==> config.mk <==
export PLATFORM = sky130hd
export DESIGN_NAME = dbg_evt_router
export DESIGN_NICKNAME = d
export VERILOG_FILES = /design/src/rtl/dbg_evt_router.sv
export SDC_FILE = /design/constraint.sdc
export NUM_CORES = 1
export LEC_CHECK = 0
export BUFFER_PORTS_ARGS = -buffer_cell sky130_fd_sc_hd__buf_2
export CAP_MARGIN = 30
export CORE_AREA = 2 2 77 79
export CTS_BUF_LIST = sky130_fd_sc_hd__clkbuf_8
export DETAILED_ROUTE_END_ITERATION = 10
export DIE_AREA = 0 0 79 81
export GPL_ROUTABILITY_DRIVEN = 0
export PLACE_DENSITY = 0.77
export REMOVE_ABC_BUFFERS = 1
export SYNTH_ARGS = -nofsm -noshare
export SYNTH_HDL_FRONTEND = slang
export SYNTH_SLANG_ARGS = --single-unit
==> constraint.sdc <==
create_clock -name clk_i -period 1.16 [get_ports clk_i]
set_input_delay 0.232 -clock clk_i [delete_from_list [all_inputs] [get_ports clk_i]]
set_output_delay 0.232 -clock clk_i [all_outputs]
set_load 0.005 [all_outputs]
==> src/rtl/dbg_evt_router.sv <==
module dbg_evt_router (
  input  logic        clk_i,
  input  logic        rst_ni,
  input  logic        edm_i,
  input  logic        idm_i,
  input  logic        msr_de_i,
  input  logic [11:0] evt_i,
  input  logic        evt_vle_i,
  input  logic [1:0]  dac_ofst_i,
  input  logic        dse_i,
  input  logic        mrr_i,
  input  logic        dp_we_i,
  input  logic [11:0] dp_wdata_i,
  input  logic        sw_we_i,
  input  logic        sw_addr_i,
  input  logic [31:0] sw_wdata_i,
  input  logic        dbg_ack_i,
  output logic [31:0] sw_rdata_o,
  output logic [31:0] stat_o,
  output logic        dbg_req_o,
  output logic        irq_o
);
  localparam int NRES = 12;
  localparam int RES_BE [NRES] = '{1, 4, 5, 6, 7, 8, 9, 16, 21, 22, 25, 26};
  localparam logic [NRES-1:0] VLE_CAP = 12'h8F6;
  localparam int DAC_R   = 6;
  localparam int IDE_IX  = 31 - 0;
  localparam int MRR_IX  = 31 - 2;
  localparam int VLES_IX = 31 - 27;
  localparam logic [31:0] VALID = 32'hEFC0_8676;

  logic [NRES-1:0] own_q, hw_own, acc, res_stat;
  logic [31:0]     stat_q, setv, clr, stat_d;
  logic            req_q, hw_hit;

  assign hw_own = edm_i ? own_q : '0;
  assign acc    = evt_i & (hw_own | {NRES{idm_i}});
  assign hw_hit = |(evt_i & hw_own);
  assign clr    = (sw_we_i && !sw_addr_i) ? sw_wdata_i : '0;

  always_comb begin
    setv = '0;
    for (int k = 0; k < NRES; k++) begin
      setv[31-RES_BE[k]] = acc[k];
      res_stat[k]        = stat_q[31-RES_BE[k]];
    end
    setv[VLES_IX] = evt_vle_i & |(acc & VLE_CAP);
    setv[IDE_IX]  = acc[DAC_R] & dse_i;
    setv[MRR_IX]  = mrr_i;
    stat_d = (stat_q & ~clr) | setv;
    if (acc[DAC_R]) stat_d[2:1] = dse_i ? 2'b00 : dac_ofst_i;
  end

  always_ff @(posedge clk_i) begin
    if (!rst_ni) begin
      stat_q <= '0;
      own_q  <= '0;
      req_q  <= 1'b0;
    end else begin
      stat_q <= stat_d;
      if (dp_we_i) own_q <= dp_wdata_i;
      if (hw_hit) req_q <= 1'b1;
      else if (dbg_ack_i) req_q <= 1'b0;
    end
  end

  assign stat_o     = stat_q;
  assign dbg_req_o  = req_q;
  assign sw_rdata_o = sw_addr_i ? {20'b0, own_q} : stat_q;
  assign irq_o      = msr_de_i & idm_i &
                      (|(res_stat & ~hw_own) | (stat_q[IDE_IX] & ~hw_own[DAC_R]));

  a_r3_hw_event_halts: assert property (@(posedge clk_i) disable iff (!rst_ni)
    (edm_i && |(evt_i & own_q)) |=> dbg_req_o);
  a_r4_req_holds: assert property (@(posedge clk_i) disable iff (!rst_ni)
    (dbg_req_o && !dbg_ack_i) |=> dbg_req_o);
  a_r4_ack_drops: assert property (@(posedge clk_i) disable iff (!rst_ni)
    (dbg_req_o && dbg_ack_i && !edm_i) |=> !dbg_req_o);
  a_r5_irq_needs_enables: assert property (@(posedge clk_i) disable iff (!rst_ni)
    irq_o |-> (msr_de_i && idm_i));
  a_r9_ret_set_wins: assert property (@(posedge clk_i) disable iff (!rst_ni)
    (!edm_i && idm_i && evt_i[7]) |=> stat_o[31-16]);
  a_r10_own_port_only: assert property (@(posedge clk_i) disable iff (!rst_ni)
    !dp_we_i |=> $stable(own_q));
  a_r11_reserved_zero: assert property (@(posedge clk_i) disable iff (!rst_ni)
    (stat_o & ~VALID) == 32'b0);
endmodule

==> flow_summary_export.csv, run 1 <==
group,metric,value,unit
sta,max_freq,0.624,GHz
status,violations,"negative setup slack",
global_route,grt_first_pass_wirelength,11.0,mm
sta,hold_worst_slack,0.0816,ns
global_route,first_global_vias,2303,
finish,layout.cells.non_filler,508,
yosys,synth-warning-count,0,
power,p_leak,0.00189,µW
worst_setup_path,regToRegStartpoint,"own_q[8]$_SDFFE_PN0P_",
global_route,antenna_found_initial,0,
routing,wl,7.48,mm
finish,antennaDiodeCount,0,
clocking,clock_tree_from_tritoncts,"done",
clocking,numClockSinks,45,
routing,drt-vias-per-instance,4.88,
yosys,synth_commonest_cells,"46 x sky130_fd_sc_hd__nor2b_1, 45 x sky130_fd_sc_hd__dfxtp_1, 45 x sky130_fd_sc_hd__nand2_1",
global_route,grt-ovfl-total,0,
worst_setup_path,critPathMaxFanout,2,
finish,total_number_of_nets_in_the_final_design,502,
routing,drt_first_iter_violations,122,
finish,n_fill_cell,454,
yosys,top_post_synthesis_cells_by_area,"sky130_fd_sc_hd__dfxtp_1 41%, sky130_fd_sc_hd__nor2b_1 13%, sky130_fd_sc_hd__nand2_1 7.8%, sky130_fd_sc_hd__mux2_2 6.2%, sky130_fd_sc_hd__a22oi_1 5.9%",
yosys,synth_async_sr_flop_share,0,
sta,final-setup-viol-count,22,
sta,finClkSkew,0.0182,ns
finish,post_route_cells_drive_above_1_share,0.600,
yosys,synth-seq-cells,45,
die,row_count,28,
yosys,seq_area_frac_synth,0.415,
finish,register_area,941,µm²
yosys,netlist.top_cell.by_area,"sky130_fd_sc_hd__dfxtp_1",
routing,post_route_drc_violation_count,0,
sta,grt_setup_unrepaired,"true",
die,dieArea,0.00640,mm²
status,run_status,"complete, but fails checks",
global_route,global_route.usage.total,0.220,
worst_setup_path,timing.critical_path.from,"own_q[8]$_SDFFE_PN0P_",
power,pd_cells,1050,mW/mm²
clocking,clk_root_buffer_cell,"sky130_fd_sc_hd__clkbuf_8",
clocking,ctsLongestPathBuffers,2,
sta,timing_hold_violations_final,0,
yosys,syn-mean-instance-area,8.72,µm²
sta,final_min_period_over_clock_period,1.38,
min_path,holdCritStartpoint,"sw_wdata_i[17]",
die,floorplan.die.height,81,µm
placement,dp_cells,487,
placement,dp_hpwl,5.33,mm
worst_setup_path,timing.critical_path.to_type,"output pin",
placement,portBuffers,135,
clocking,clock_tree.htree_level_count,2,
routing,vias,2478,
clocking,clkTransAtPathRegs,0.09,ns
worst_setup_path,startpoint_type,"flip-flop",
finish,layout-area-overhead-vs-synth,74.8,%
sta,slew-limit-headroom,0.820,
yosys,post-synth-top-area-fraction,0.415,
routing,antenna_left,0,
yosys,ys_dominant_reg_cell,"sky130_fd_sc_hd__dfxtp_1",
die,die_width,79,µm
min_path,hold_path.class,"in -> reg",
power,ir_drop,0.000625,V
clocking,cts_hold_buf,0,
sta,final-max-slew-violation-count,0,
die,core-area,0.00568,mm²
finish,multi_input_area,0.00133,mm²
worst_setup_path,timing.setup.critical_path_class,"reg -> out",
sta,max_slew.worst_pin.slew,0.270,ns
worst_setup_path,cp_data_arrival_time,1.37,ns
global_route,largest_net_degree_at_the_start_of_global_routing,23,
routing,drt-pass1-iter-count,4,
die,ioPinCount,136,
yosys,synth_area,0.00217,mm²
placement,detailed_place.area,0.00326,mm²
clocking,clk_latency,0.31,ns
sta,timing.final.crit_period,1.60,ns
worst_setup_path,worst-endpoint-required,0.93,ns
flow_run,number_of_max_cap_violations,0,
yosys,synth_cell_types,29,
yosys,synth_enable_flop_cells,0,
yosys,yosysMostFrequentCell,"sky130_fd_sc_hd__nor2b_1",
routing,wl_per_cell,14.7,µm
yosys,synthCells,249,
finish,design_area_final,0.00380,mm²
sta,crit_path_setup_slack_layout,-0.444,ns
clocking,numCtsBuffers,5,
die,floorplan.initialDensity,0.383,
area by class of cell:
class                      instances  area share
multi-input combinational        189       0.349
timing repair buffer             190       0.342
sequential                        45       0.248
tap                               75      0.0247
clock buffer                       5      0.0181
clock inverter                     3      0.0171
inverter                           1    0.000989
state kept, by name (all words and copies together), names as in the netlist:
| register | count |
|---|---|
| stat_o | 32 |
| dbg_req_o | 1 |
| own_q | 12 |
layer usage:
layer / routed length [µm] / part of all wire / GRT usage
met4: 51 / 0.0068 / 0.0414
met5: 0 / 0 / 0
met3: 535 / 0.072 / 0.0511
met1: 3210 / 0.43 / 0.267
met2: 3690 / 0.49 / 0.400
path summary, 6_finish.rpt:
kind / endpoint / slack [ns] / cells past startpoint
worst max-delay path: irq_o / -0.44 / 5
worst min-delay path: stat_o[17]$_SDFF_PN0_ / 0.08 / 2
worst max register to register: dbg_req_o$_SDFFE_PN0P_ / -0.02 / 6
worst min register to register: stat_o[13]$_SDFF_PN0_ / 0.44 / 2
repair_timing:
action                                  in CTS  in global routing
gates cloned                                 0                  1
resized for setup                           62                 36
hold endpoints to repair                     0                  0
endpoints found under the setup margin      24                 36
pin swaps                                    6                  7
setup buffers                                6                 16
metrics by stage:
step	utilization	setup WS [ns]	power (µW)	setup TNS [ns]
after global routing	0.669	-0.521	4150	-4.15
after detailed placement	0.574	-0.301	2440	-3.49
after CTS	0.635	-0.406	3920	-3.28
after floorplan	-	-0.725	1960	-16.47
after global placement	0.574	-0.292	2420	-3.10
final	0.669	-0.444	3980	-3.33
cell usage in the layout (no fill, tap or decap), drive strengths merged:
master / count
o2111ai: 1
inv: 1
a221oi: 2
nand2b: 10
nand2: 45
a21o: 2
nor2: 2
o21ai: 4
dfxtp: 45
buf: 189
mux2i: 12
bufinv: 2
a211oi: 1
mux2: 12
a31oi: 1
a22oi: 17
nand3b: 1
clkbuf: 6
a22o: 3
nor2b: 46
a41oi: 1
a21boi: 5
a2bb2oi: 1
a21oi: 17
or4: 1
and2: 1
nand3: 4
clkinv: 1
report_power, final:
part	internal, µW	switching [µW]
logic	517	365
registers	1620	62.1
clock network	856	560
kinds of logic (layout without fill, tap and decap cells):
family | after synthesis | in the layout | share of synthesized area
buffers and inverters | 15 | 199 | 0.0323
flip-flops | 45 | 45 | 0.415
AND/OR/NAND/NOR | 110 | 110 | 0.262
AO/OA/AOI/OAI | 55 | 55 | 0.174
multiplexers | 24 | 24 | 0.118
worst max-delay path, cell delays in order (launching register included):
cell	delay [ns]
sky130_fd_sc_hd__dfxtp_2	0.36
sky130_fd_sc_hd__nand2_1	0.07
sky130_fd_sc_hd__a22o_1	0.21
sky130_fd_sc_hd__a221oi_2	0.18
sky130_fd_sc_hd__a31oi_1	0.12
sky130_fd_sc_hd__buf_2	0.14
Note: power is estimated with default switching activity, not from simulation.
==> inputs of run 2 (changes only) <==
- SETUP_SLACK_MARGIN: not set -> 0.5
==> flow_summary_export.csv, run 2 (synthesized netlist as in run 1, its figures left out) <==
group,metric,value,unit
sta,timing.final.crit_period,1.75,ns
global_route,global_route.usage.total,0.249,
power,ir_drop,0.000598,V
clocking,clk_root_buffer_cell,"sky130_fd_sc_hd__clkbuf_8",
worst_setup_path,timing.critical_path.to_type,"output pin",
clocking,clk_latency,0.30,ns
power,p_switching,1140,µW
clocking,numCtsBuffers,5,
global_route,grt-ovfl-total,0,
die,row_count,28,
finish,post_route_cells_drive_above_1_share,0.757,
routing,drt-vias-per-instance,5.16,
sta,final-setup-viol-count,24,
sta,hold_worst_slack,0.0876,ns
clocking,ctsLongestPathBuffers,2,
power,pd_cells,956,mW/mm²
status,run_status,"complete, but fails checks",
flow_run,number_of_max_cap_violations,0,
worst_setup_path,cp_data_arrival_time,1.52,ns
worst_setup_path,crit_family,"compound AO/OA/AOI/OAI gates",
power,power.internal,3150,µW
power,clock_power_share,0.333,
clocking,clkTransAtPathRegs,0.10,ns
finish,layout-area-overhead-vs-synth,107,%
sta,final-max-slew-violation-count,0,
global_route,largest_net_degree_at_the_start_of_global_routing,21,
die,floorplan.die.height,81,µm
power,p_leak,0.00217,µW
routing,wl,9.69,mm
sta,final_min_period_over_clock_period,1.51,
min_path,holdCritStartpoint,"sw_wdata_i[11]",
finish,final_common_cell,"sky130_fd_sc_hd__buf_2",
worst_setup_path,timing.critical_path.from,"own_q[0]$_SDFFE_PN0P_",
worst_setup_path,critical-path-max-stage-delay,0.35,ns
worst_setup_path,reg2reg_setup_slack,-0.25,ns
status,violations,"negative setup slack",
worst_setup_path,timing.setup.critical_path_class,"reg -> out",
sta,max_slew.worst_pin.slew,0.291,ns
placement,portBuffers,135,
die,core-area,0.00568,mm²
clocking,clock_tree_from_tritoncts,"done",
clocking,numClockSinks,45,
sta,crit_path_setup_slack_layout,-0.593,ns
sta,timing_hold_violations_final,0,
sta,slew-limit-headroom,0.806,
min_path,hold_path.class,"in -> reg",
placement,dp_hpwl,5.33,mm
power,power.sequential.fraction,0.394,
routing,vias,2742,
routing,antenna_left,0,
global_route,first_global_vias,2543,
worst_setup_path,cp_num_buf_inv,1,
worst_setup_path,regToRegStartpoint,"own_q[5]$_SDFFE_PN0P_",
worst_setup_path,startpoint_type,"flip-flop",
sta,finClkSkew,0.0129,ns
routing,wl_per_cell,18.3,µm
finish,total_number_of_nets_in_the_final_design,525,
power,sw_frac_of_total,0.266,
global_route,antenna_found_initial,0,
power,p_total,4290,µW
finish,antennaDiodeCount,0,
finish,n_fill_cell,358,
die,die_width,79,µm
finish,multi_input_area,0.00158,mm²
placement,detailedPlace.worstSlack,-0.301,ns
finish,register_area,972,µm²
sta,max_freq,0.570,GHz
clocking,clock_tree.htree_level_count,2,
die,ioPinCount,136,
worst_setup_path,worst-endpoint-required,0.93,ns
routing,drt_first_iter_violations,96,
global_route,grt_first_pass_wirelength,12.3,mm
worst_setup_path,crit_path_cell_trace,"nand2_1, a22o_1, a211oi_2, a31oi_1, buf_2",
routing,drt-pass1-iter-count,4,
power,p_comb_frac,0.272,
placement,detailed_place.area,0.00326,mm²
sta,grt_setup_unrepaired,"true",
finish,design_area_final,0.00449,mm²
finish,largest_register_ff_count,32,
die,dieArea,0.00640,mm²
finish,most-common-layout-cells,"114 x sky130_fd_sc_hd__buf_2, 63 x sky130_fd_sc_hd__buf_6, 39 x sky130_fd_sc_hd__dfxtp_2, 37 x sky130_fd_sc_hd__nor2b_1, 31 x sky130_fd_sc_hd__nand2_1",
routing,post_route_drc_violation_count,0,
die,floorplan.initialDensity,0.383,
worst_setup_path,critPathMaxFanout,2,
worst_setup_path,critPathSlowestCell,"sky130_fd_sc_hd__dfxtp_2",
[run 2: cell types whose count changed in the layout (fill, tap and decap cells not counted), sizes merged]
cell and change:
clkbuf -1, buf +24
[run 2: layer usage]
layer | up-vias | wire, µm | global-route usage
li1 | 1278 | - | -
met1 | 1315 | 3700 | 0.291
met2 | 133 | 5130 | 0.469
met3 | 16 | 652 | 0.0567
met4 | 0 | 208 | 0.0466
met5 | - | 0 | 0
[run 2: final cells by class]
class / instances / share of cell area
clock buffer: 5 / 0.0153
inverter: 1 / 0.000836
tap: 75 / 0.0209
clock inverter: 3 / 0.0145
timing repair buffer: 213 / 0.380
sequential: 45 / 0.217
multi-input combinational: 189 / 0.352
[run 2: power groups by stage]
stage,clock network [µW],registers [µW],logic (µW)
global placement,0,1700,727
detailed placement,0,1700,741
finish,1430,1690,1170
global route,1500,1700,1230
floorplan,0,1700,256
CTS,1420,1690,988
[run 2: worst paths after layout]
kind,to,cells past startpoint
setup / recovery,irq_o,5
hold reg to reg,stat_o[7]$_SDFF_PN0_,2
setup reg to reg,dbg_req_o$_SDFFE_PN0P_,7
hold / removal,stat_o[11]$_SDFF_PN0_,2
[run 2: through the flow]
stage	util	std cells	setup TNS [ns]
3_3_place_gp	0.574	487	-3.10
4_1_cts	0.716	512	-3.67
3_5_place_dp	0.574	487	-3.49
2_1_floorplan	-	235	-16.47
5_1_grt	0.791	531	-5.53
6_report	0.791	531	-4.86
[run 2: what timing repair did]
| action | CTS | global route |
|---|---|---|
| pin swaps | 35 | 22 |
| setup endpoints to repair | 110 | 111 |
| buffers inserted | 13 | 19 |
| gates cloned | 4 | 0 |
| gates resized for setup | 155 | 59 |
| hold buffers | 0 | 0 |
